`src/rtl/chrbank_pkg.sv`:
```
package chrbank_pkg;

    localparam int CPU_AW = 16;
    localparam logic [CPU_AW-1:0] CPU_ADDR_MASK = 16'hF0CF;

    typedef enum logic [1:0] {
        NIB_NONE = 2'd0,
        NIB_LOW  = 2'd1,
        NIB_HIGH = 2'd2
    } nib_sel_e;

endpackage

```
`src/rtl/chrbank_decode.sv`:
```
module chrbank_decode
    import chrbank_pkg::*;
#(
    parameter int           SEL_W       = 3,
    parameter logic [3:0]   REGION_BASE = 4'hB
) (
    input  logic              cpu_we,
    input  logic [CPU_AW-1:0] cpu_addr,
    output logic [SEL_W-1:0]  wr_idx,
    output nib_sel_e          wr_nib
);

    localparam int NUM_PAIRS = (1 << SEL_W) / 2;

    logic [CPU_AW-1:0] masked;
    logic [3:0]        region;
    logic [3:0]        rel;
    logic              in_window;
    logic [5:0]        offs;
    logic              odd_sel;
    nib_sel_e          nib_raw;

    always_comb begin
        masked    = cpu_addr & CPU_ADDR_MASK;
        region    = masked[15:12];
        rel       = region - REGION_BASE;
        in_window = (region >= REGION_BASE) && (32'(rel) < NUM_PAIRS);
        offs      = {masked[7:6], masked[3:0]};
        odd_sel   = 1'b0;
        nib_raw   = NIB_NONE;
        case (offs)
            6'b00_0000:                         begin odd_sel = 1'b0; nib_raw = NIB_LOW;  end
            6'b00_0010, 6'b01_0000:             begin odd_sel = 1'b0; nib_raw = NIB_HIGH; end
            6'b00_0001, 6'b00_0100, 6'b10_0000: begin odd_sel = 1'b1; nib_raw = NIB_LOW;  end
            6'b00_0011, 6'b00_0110, 6'b11_0000: begin odd_sel = 1'b1; nib_raw = NIB_HIGH; end
            default:                            begin odd_sel = 1'b0; nib_raw = NIB_NONE; end
        endcase
        wr_idx = {rel[SEL_W-2:0], odd_sel};
        wr_nib = (cpu_we && in_window) ? nib_raw : NIB_NONE;
    end

    // a decoded hit only ever comes from an enabled write inside the register window
    always_comb begin
        if (wr_nib != NIB_NONE) begin
            assert_decode_window_R3: assert (cpu_we && cpu_addr[15:12] >= REGION_BASE
                                             && cpu_addr[15:12] < REGION_BASE + 4'(NUM_PAIRS));
        end
    end

endmodule

```
`src/rtl/chrbank_regfile.sv`:
```
module chrbank_regfile
    import chrbank_pkg::*;
#(
    parameter int NUM_BANKS = 8,
    parameter int BANK_W    = 8
) (
    input  logic                                 clk,
    input  logic                                 rst_n,
    input  logic [$clog2(NUM_BANKS)-1:0]         wr_idx,
    input  nib_sel_e                             wr_nib,
    input  logic [BANK_W-1:0]                    wr_data,
    output logic [NUM_BANKS-1:0][BANK_W-1:0]     bank
);

    localparam int NIB_W = BANK_W / 2;
    localparam int SEL_W = $clog2(NUM_BANKS);

    typedef struct packed {
        logic [NUM_BANKS-1:0][BANK_W-1:0] bank;
    } state_t;

    state_t st_d, st_q;

    always_comb begin
        st_d = st_q;
        case (wr_nib)
            NIB_LOW:  st_d.bank[wr_idx][NIB_W-1:0]      = wr_data[NIB_W-1:0];
            NIB_HIGH: st_d.bank[wr_idx][BANK_W-1:NIB_W] = wr_data[NIB_W-1:0];
            default:  st_d = st_q;
        endcase
    end

    always_ff @(posedge clk) begin
        if (!rst_n) begin
            for (int k = 0; k < NUM_BANKS; k++) begin
                st_q.bank[k] <= BANK_W'(k);
            end
        end else begin
            st_q <= st_d;
        end
    end

    assign bank = st_q.bank;

    for (genvar g = 0; g < NUM_BANKS; g++) begin : g_chk
        // registers not addressed keep their value
        assert_hold_other_R8: assert property (@(posedge clk) disable iff (!rst_n)
            !(wr_nib != NIB_NONE && wr_idx == SEL_W'(g)) |=> $stable(st_q.bank[g]));

        // low-half write keeps the high half, stores data[3:0]
        assert_low_merge_R4: assert property (@(posedge clk) disable iff (!rst_n)
            (wr_nib == NIB_LOW && wr_idx == SEL_W'(g)) |=>
                (st_q.bank[g][BANK_W-1:NIB_W] == $past(st_q.bank[g][BANK_W-1:NIB_W])
                 && st_q.bank[g][NIB_W-1:0] == $past(wr_data[NIB_W-1:0])));

        // high-half write keeps the low half, stores data[3:0]
        assert_high_merge_R5: assert property (@(posedge clk) disable iff (!rst_n)
            (wr_nib == NIB_HIGH && wr_idx == SEL_W'(g)) |=>
                (st_q.bank[g][NIB_W-1:0] == $past(st_q.bank[g][NIB_W-1:0])
                 && st_q.bank[g][BANK_W-1:NIB_W] == $past(wr_data[NIB_W-1:0])));
    end

endmodule

```
`src/rtl/chrbank_lookup.sv`:
```
module chrbank_lookup #(
    parameter int NUM_BANKS = 8,
    parameter int BANK_W    = 8,
    parameter int PAGE_W    = 10
) (
    input  logic [NUM_BANKS-1:0][BANK_W-1:0]        bank,
    input  logic [$clog2(NUM_BANKS)+PAGE_W-1:0]     vid_addr,
    output logic [BANK_W+PAGE_W-1:0]                chr_addr
);

    localparam int SEL_W = $clog2(NUM_BANKS);

    logic [SEL_W-1:0] sel;

    always_comb begin
        sel      = vid_addr[SEL_W+PAGE_W-1:PAGE_W];
        chr_addr = {bank[sel], vid_addr[PAGE_W-1:0]};
    end

endmodule

```
`src/rtl/chrbank_top.sv`:
```
module chrbank_top
    import chrbank_pkg::*;
#(
    parameter int NUM_BANKS = 8,
    parameter int BANK_W    = 8,
    parameter int PAGE_W    = 10,
    parameter logic [3:0] REGION_BASE = 4'hB
) (
    input  logic                                   clk,
    input  logic                                   rst_n,
    input  logic                                   cpu_we,
    input  logic [15:0]                            cpu_addr,
    input  logic [BANK_W-1:0]                      cpu_data,
    input  logic [$clog2(NUM_BANKS)+PAGE_W-1:0]    vid_addr,
    output logic [BANK_W+PAGE_W-1:0]               chr_addr
);

    localparam int SEL_W = $clog2(NUM_BANKS);

    logic [SEL_W-1:0]                 wr_idx;
    nib_sel_e                         wr_nib;
    logic [NUM_BANKS-1:0][BANK_W-1:0] bank;

    chrbank_decode #(
        .SEL_W       (SEL_W),
        .REGION_BASE (REGION_BASE)
    ) u_decode (
        .cpu_we   (cpu_we),
        .cpu_addr (cpu_addr),
        .wr_idx   (wr_idx),
        .wr_nib   (wr_nib)
    );

    chrbank_regfile #(
        .NUM_BANKS (NUM_BANKS),
        .BANK_W    (BANK_W)
    ) u_regs (
        .clk     (clk),
        .rst_n   (rst_n),
        .wr_idx  (wr_idx),
        .wr_nib  (wr_nib),
        .wr_data (cpu_data),
        .bank    (bank)
    );

    chrbank_lookup #(
        .NUM_BANKS (NUM_BANKS),
        .BANK_W    (BANK_W),
        .PAGE_W    (PAGE_W)
    ) u_lookup (
        .bank     (bank),
        .vid_addr (vid_addr),
        .chr_addr (chr_addr)
    );

endmodule

```
`config.mk`:
```
export PLATFORM = sky130hd
export DESIGN_NAME = chrbank_top
export DESIGN_NICKNAME = d
export VERILOG_FILES = /design/src/rtl/chrbank_pkg.sv /design/src/rtl/chrbank_decode.sv /design/src/rtl/chrbank_regfile.sv /design/src/rtl/chrbank_lookup.sv /design/src/rtl/chrbank_top.sv
export SDC_FILE = /design/constraint.sdc
export NUM_CORES = 1
export LEC_CHECK = 0
export ABC_CLOCK_PERIOD_IN_PS = 2700
export BUFFER_PORTS_ARGS = -buffer_cell sky130_fd_sc_hd__buf_4
export CORE_MARGIN = 4
export CORE_UTILIZATION = 55
export DETAILED_ROUTE_END_ITERATION = 7
export HOLD_SLACK_MARGIN = 0.03
export PLACE_DENSITY = 0.79
export SYNTH_ARGS = -nofsm -noshare
export SYNTH_HDL_FRONTEND = slang
export SYNTH_SLANG_ARGS = --single-unit
export TNS_END_PERCENT = 30
```
`constraint.sdc`:
```
create_clock -name clk -period 2.7 [get_ports clk]
set_clock_uncertainty 0.15 [all_clocks]
set_input_delay 0.405 -clock clk [delete_from_list [all_inputs] [get_ports clk]]
set_output_delay 0.405 -clock clk [all_outputs]
set_load 0.01 [all_outputs]
```
==> results.yml <==
min_path:
  holdCritStartpoint: "cpu_data[1]"
  hp-class: "input pin to register"
clock_tree:
  clock_sink_count: 64
  clk_root_buffer_cell: "clkbuf_8"
  clock_h_tree_levels: 3
  clkTransAtPathRegs_ns: 0.07
  cts_bufs_inserted: 9
  clock_tree_from_tritoncts: "built"
  skew_pair_late_insertion_delay_ns: 0.34
  cts.repair.resized: 0
  post-cts-setup-buffers: 0
  clock_tree.buffer_depth: 2
  hold_buffers: 0
setup_path:
  worstPathBufferInverterCount: 1
  cp-startpoint: "cpu_addr[2]"
  critPathMaxStageDelay_ns: 0.46
  crit_path_cell_trace: "buf_4 -> maj3_1 -> nor3_1 -> nand2_1 -> ha_1 -> or2_2 -> or3_1 -> mux2i_1"
  worstPathArrival_ns: 2.43
  critPathLaunchType: "input pin"
  crit_path_max_fo: 5
  timing.critical_path.to_type: "register"
  worst_setup_path_class: "input pin to register"
  worst_path_dominant_cell_family: "simple AND/OR/NAND/NOR gates"
  reg2reg_from: "u_regs.bank[58]$_SDFFE_PN1P_"
  timing.critical_path.required_ns: 2.80
  cpMaxStageDelayCell: "or3_1"
detailed_routing:
  route.detailed.wl_per_inst_um: 16.6
  detailroute.via_count: 2168
  dr.first_iter.drc_count: 142
  drt_drc: 0
  ant_nets: 0
  drt_first_pass_iters: 4
  totalWireLength_um: 6440
  route.detailed.vias_per_inst: 5.60
synthesis:
  synthXorXnorAreaFrac: 0.00565
  synth_enable_flop_cells: 0
  post-synth-top-area-fraction: 0.413
  post_synth_fa_ha_maj_area_fraction: 0.00726
  post_synth_instance_area_sq_um: 3100
  postSynthCellCount: 297
  synth_compound_area_frac: 0.0117
  per_instance_average_area_after_synthesis_sq_um: 10.4
  synth_top_cells_by_count: "dfxtp_1, mux2i_1, nand2_1, clkbuf_1"
  synth_area_leaders: "dfxtp_1, mux2i_1, mux4_2"
  asyncSetResetFlopFracSynth: 0
  largest_family_of_logic_cells_by_synthesized_area: "multiplexers"
  synthDominantAreaCellType: "dfxtp_1"
  dominantRegCellSynth: "dfxtp_1"
  synth.lib_cells_used.distinct: 30
  share_of_synthesized_area_occupied_by_flip_flops_and_latches: 0.413
  synth-simple-area-share: 0.156
  synthesis.nets: 338
  multiplexer_share_of_the_synthesized_area: 0.352
  synth.yosys.warnings: 0
  synth.ff_latch_count: 64
floorplan:
  rows: 27
  chipHeight_um: 83.1
  io_pins: 58
  fp.dieArea_sq_um: 6910
  start_util: 0.567
  die-width_um: 83.1
  core_region_sq_um: 5470
timing:
  finalWorstSetupSlack_ns: 0.374
  timing.setup.tns_ns: 0
  timing.slew.headroom: 0.574
  fin_crit_ns: 2.33
  max_freq_mhz: 430
  post-route-period-util: 0.861
  final-setup-viol-count: 0
  hold_violations: 0
  worst_pin_slew_ns: 0.637
  finalMaxSlewViolations: 0
  rsz0062_at_grt: "no"
layout:
  sequential_cell_area_sq_um: 1280
  multiInputGateArea_sq_um: 1650
  antenna_cells_inserted: 0
  final_util: 0.648
  syn2layout_area_growth_pct: 14.3
  fillers: 457
  largest-register: "u_regs.bank"
  largest_register_ff_count: 64
  finish.net_count: 351
  layout-drive-gt1-share: 0.244
  largestRegisters: "u_regs.bank: 64 flops"
global_route:
  grt_max_degree: 40
  number_of_antenna_violations_at_the_first_check_in_global_routing: 0
  grtUsageMet1: 0.255
  grt-busiest-layer: "met2"
  first_pass_grt_wire_length_um: 10900
  overflow: 0
  gr-usage-met2: 0.326
  grt_use_total: 0.201
  vias_in_the_first_global_route: 2228
  globalRouteMet3Util: 0.0407
placement:
  numPortBuffers: 27
  dp_slack_ns: 0.0769
  post-dp-hpwl_um: 4470
  routability_congestion_estimate: 0.786
pwr:
  maximum_vdd_drop_mv: 0.382
  leakage_nw: 1.60
  pwr_density_cell_nw_per_um2: 612
status:
  status: "completed"
run:
  max_cap_viol_count: 0
-- cell usage in the layout, fill, tap and decap left out --
master	n
a21oi_1	1
a2bb2oi_2	1
and3_1	2
buf_4	34
bufinv_16	4
clkbuf_8	10
clkinv_2	2
dfxtp_1	64
ha_1	1
maj3_1	1
mux2_2	8
mux2i_1	64
mux4_2	16
nand2_1	64
nand2b_1	2
nand3_1	6
nand4b_1	1
nor2_1	5
nor2b_1	16
nor3_1	4
nor3b_1	1
nor4b_1	1
o21a_1	1
o2bb2ai_1	1
or2_2	1
or3_1	1
or4b_4	1
xor2_1	2
-- cell families (layout without fill, tap and decap cells) --
group,after synthesis,after routing
buffers and inverters,32,50
flip-flops,64,64
AO/OA/AOI/OAI,4,4
AND/OR/NAND/NOR,105,105
XOR/XNOR,2,2
multiplexers,88,88
adder cells (fa/ha/maj),2,2
-- tightest hold or removal path, delay by kind of cell --
family	cells	cell delay (ns)
mux	1	0.12
buf+inv	1	0.08
simple gates	1	0.08
-- power breakdown --
part,internal [mW],switching [mW],leakage (nW)
combinational,0.0561,0.0729,0.951
sequential,0.945,0.000487,0.516
clock,0.729,0.367,0.136
-- layer usage --
metal | wire length [um] | vias up
li1 | - | 1045
met1 | 2790 | 1082
met2 | 3340 | 30
met3 | 184 | 11
met4 | 125 | 0
met5 | 0 | -
-- metrics by stage --
stage                     std cells  cell area (sq um)  hold WS (ns)  power, mW
after global placement          371               3280         0.289       1.10
after detailed placement        371               3280         0.301       1.10
final                           387               3550         0.236       2.17
after global routing            387               3550         0.226       2.25
after floorplan                 297               3100         0.282       1.06
after CTS                       387               3550         0.225       2.18
-- final timing paths --
path	endpoint	slack [ns]	cells past startpoint
worst max-delay path	u_regs.bank[9]$_SDFFE_PN0P_	0.37	8
worst min-delay path	u_regs.bank[57]$_SDFFE_PN1P_	0.24	3
worst max register to register	u_regs.bank[58]$_SDFFE_PN1P_	1.86	2
worst min register to register	u_regs.bank[12]$_SDFFE_PN0P_	0.31	2
-- cell type report --
cell class / count / share of cell area
clock buffer: 10 / 0.0388
sequential: 64 / 0.361
multi-input combinational: 201 / 0.466
tap: 72 / 0.0254
clock inverter: 6 / 0.0367
timing repair buffer: 34 / 0.0720
Power figures use the tool's default switching activity.
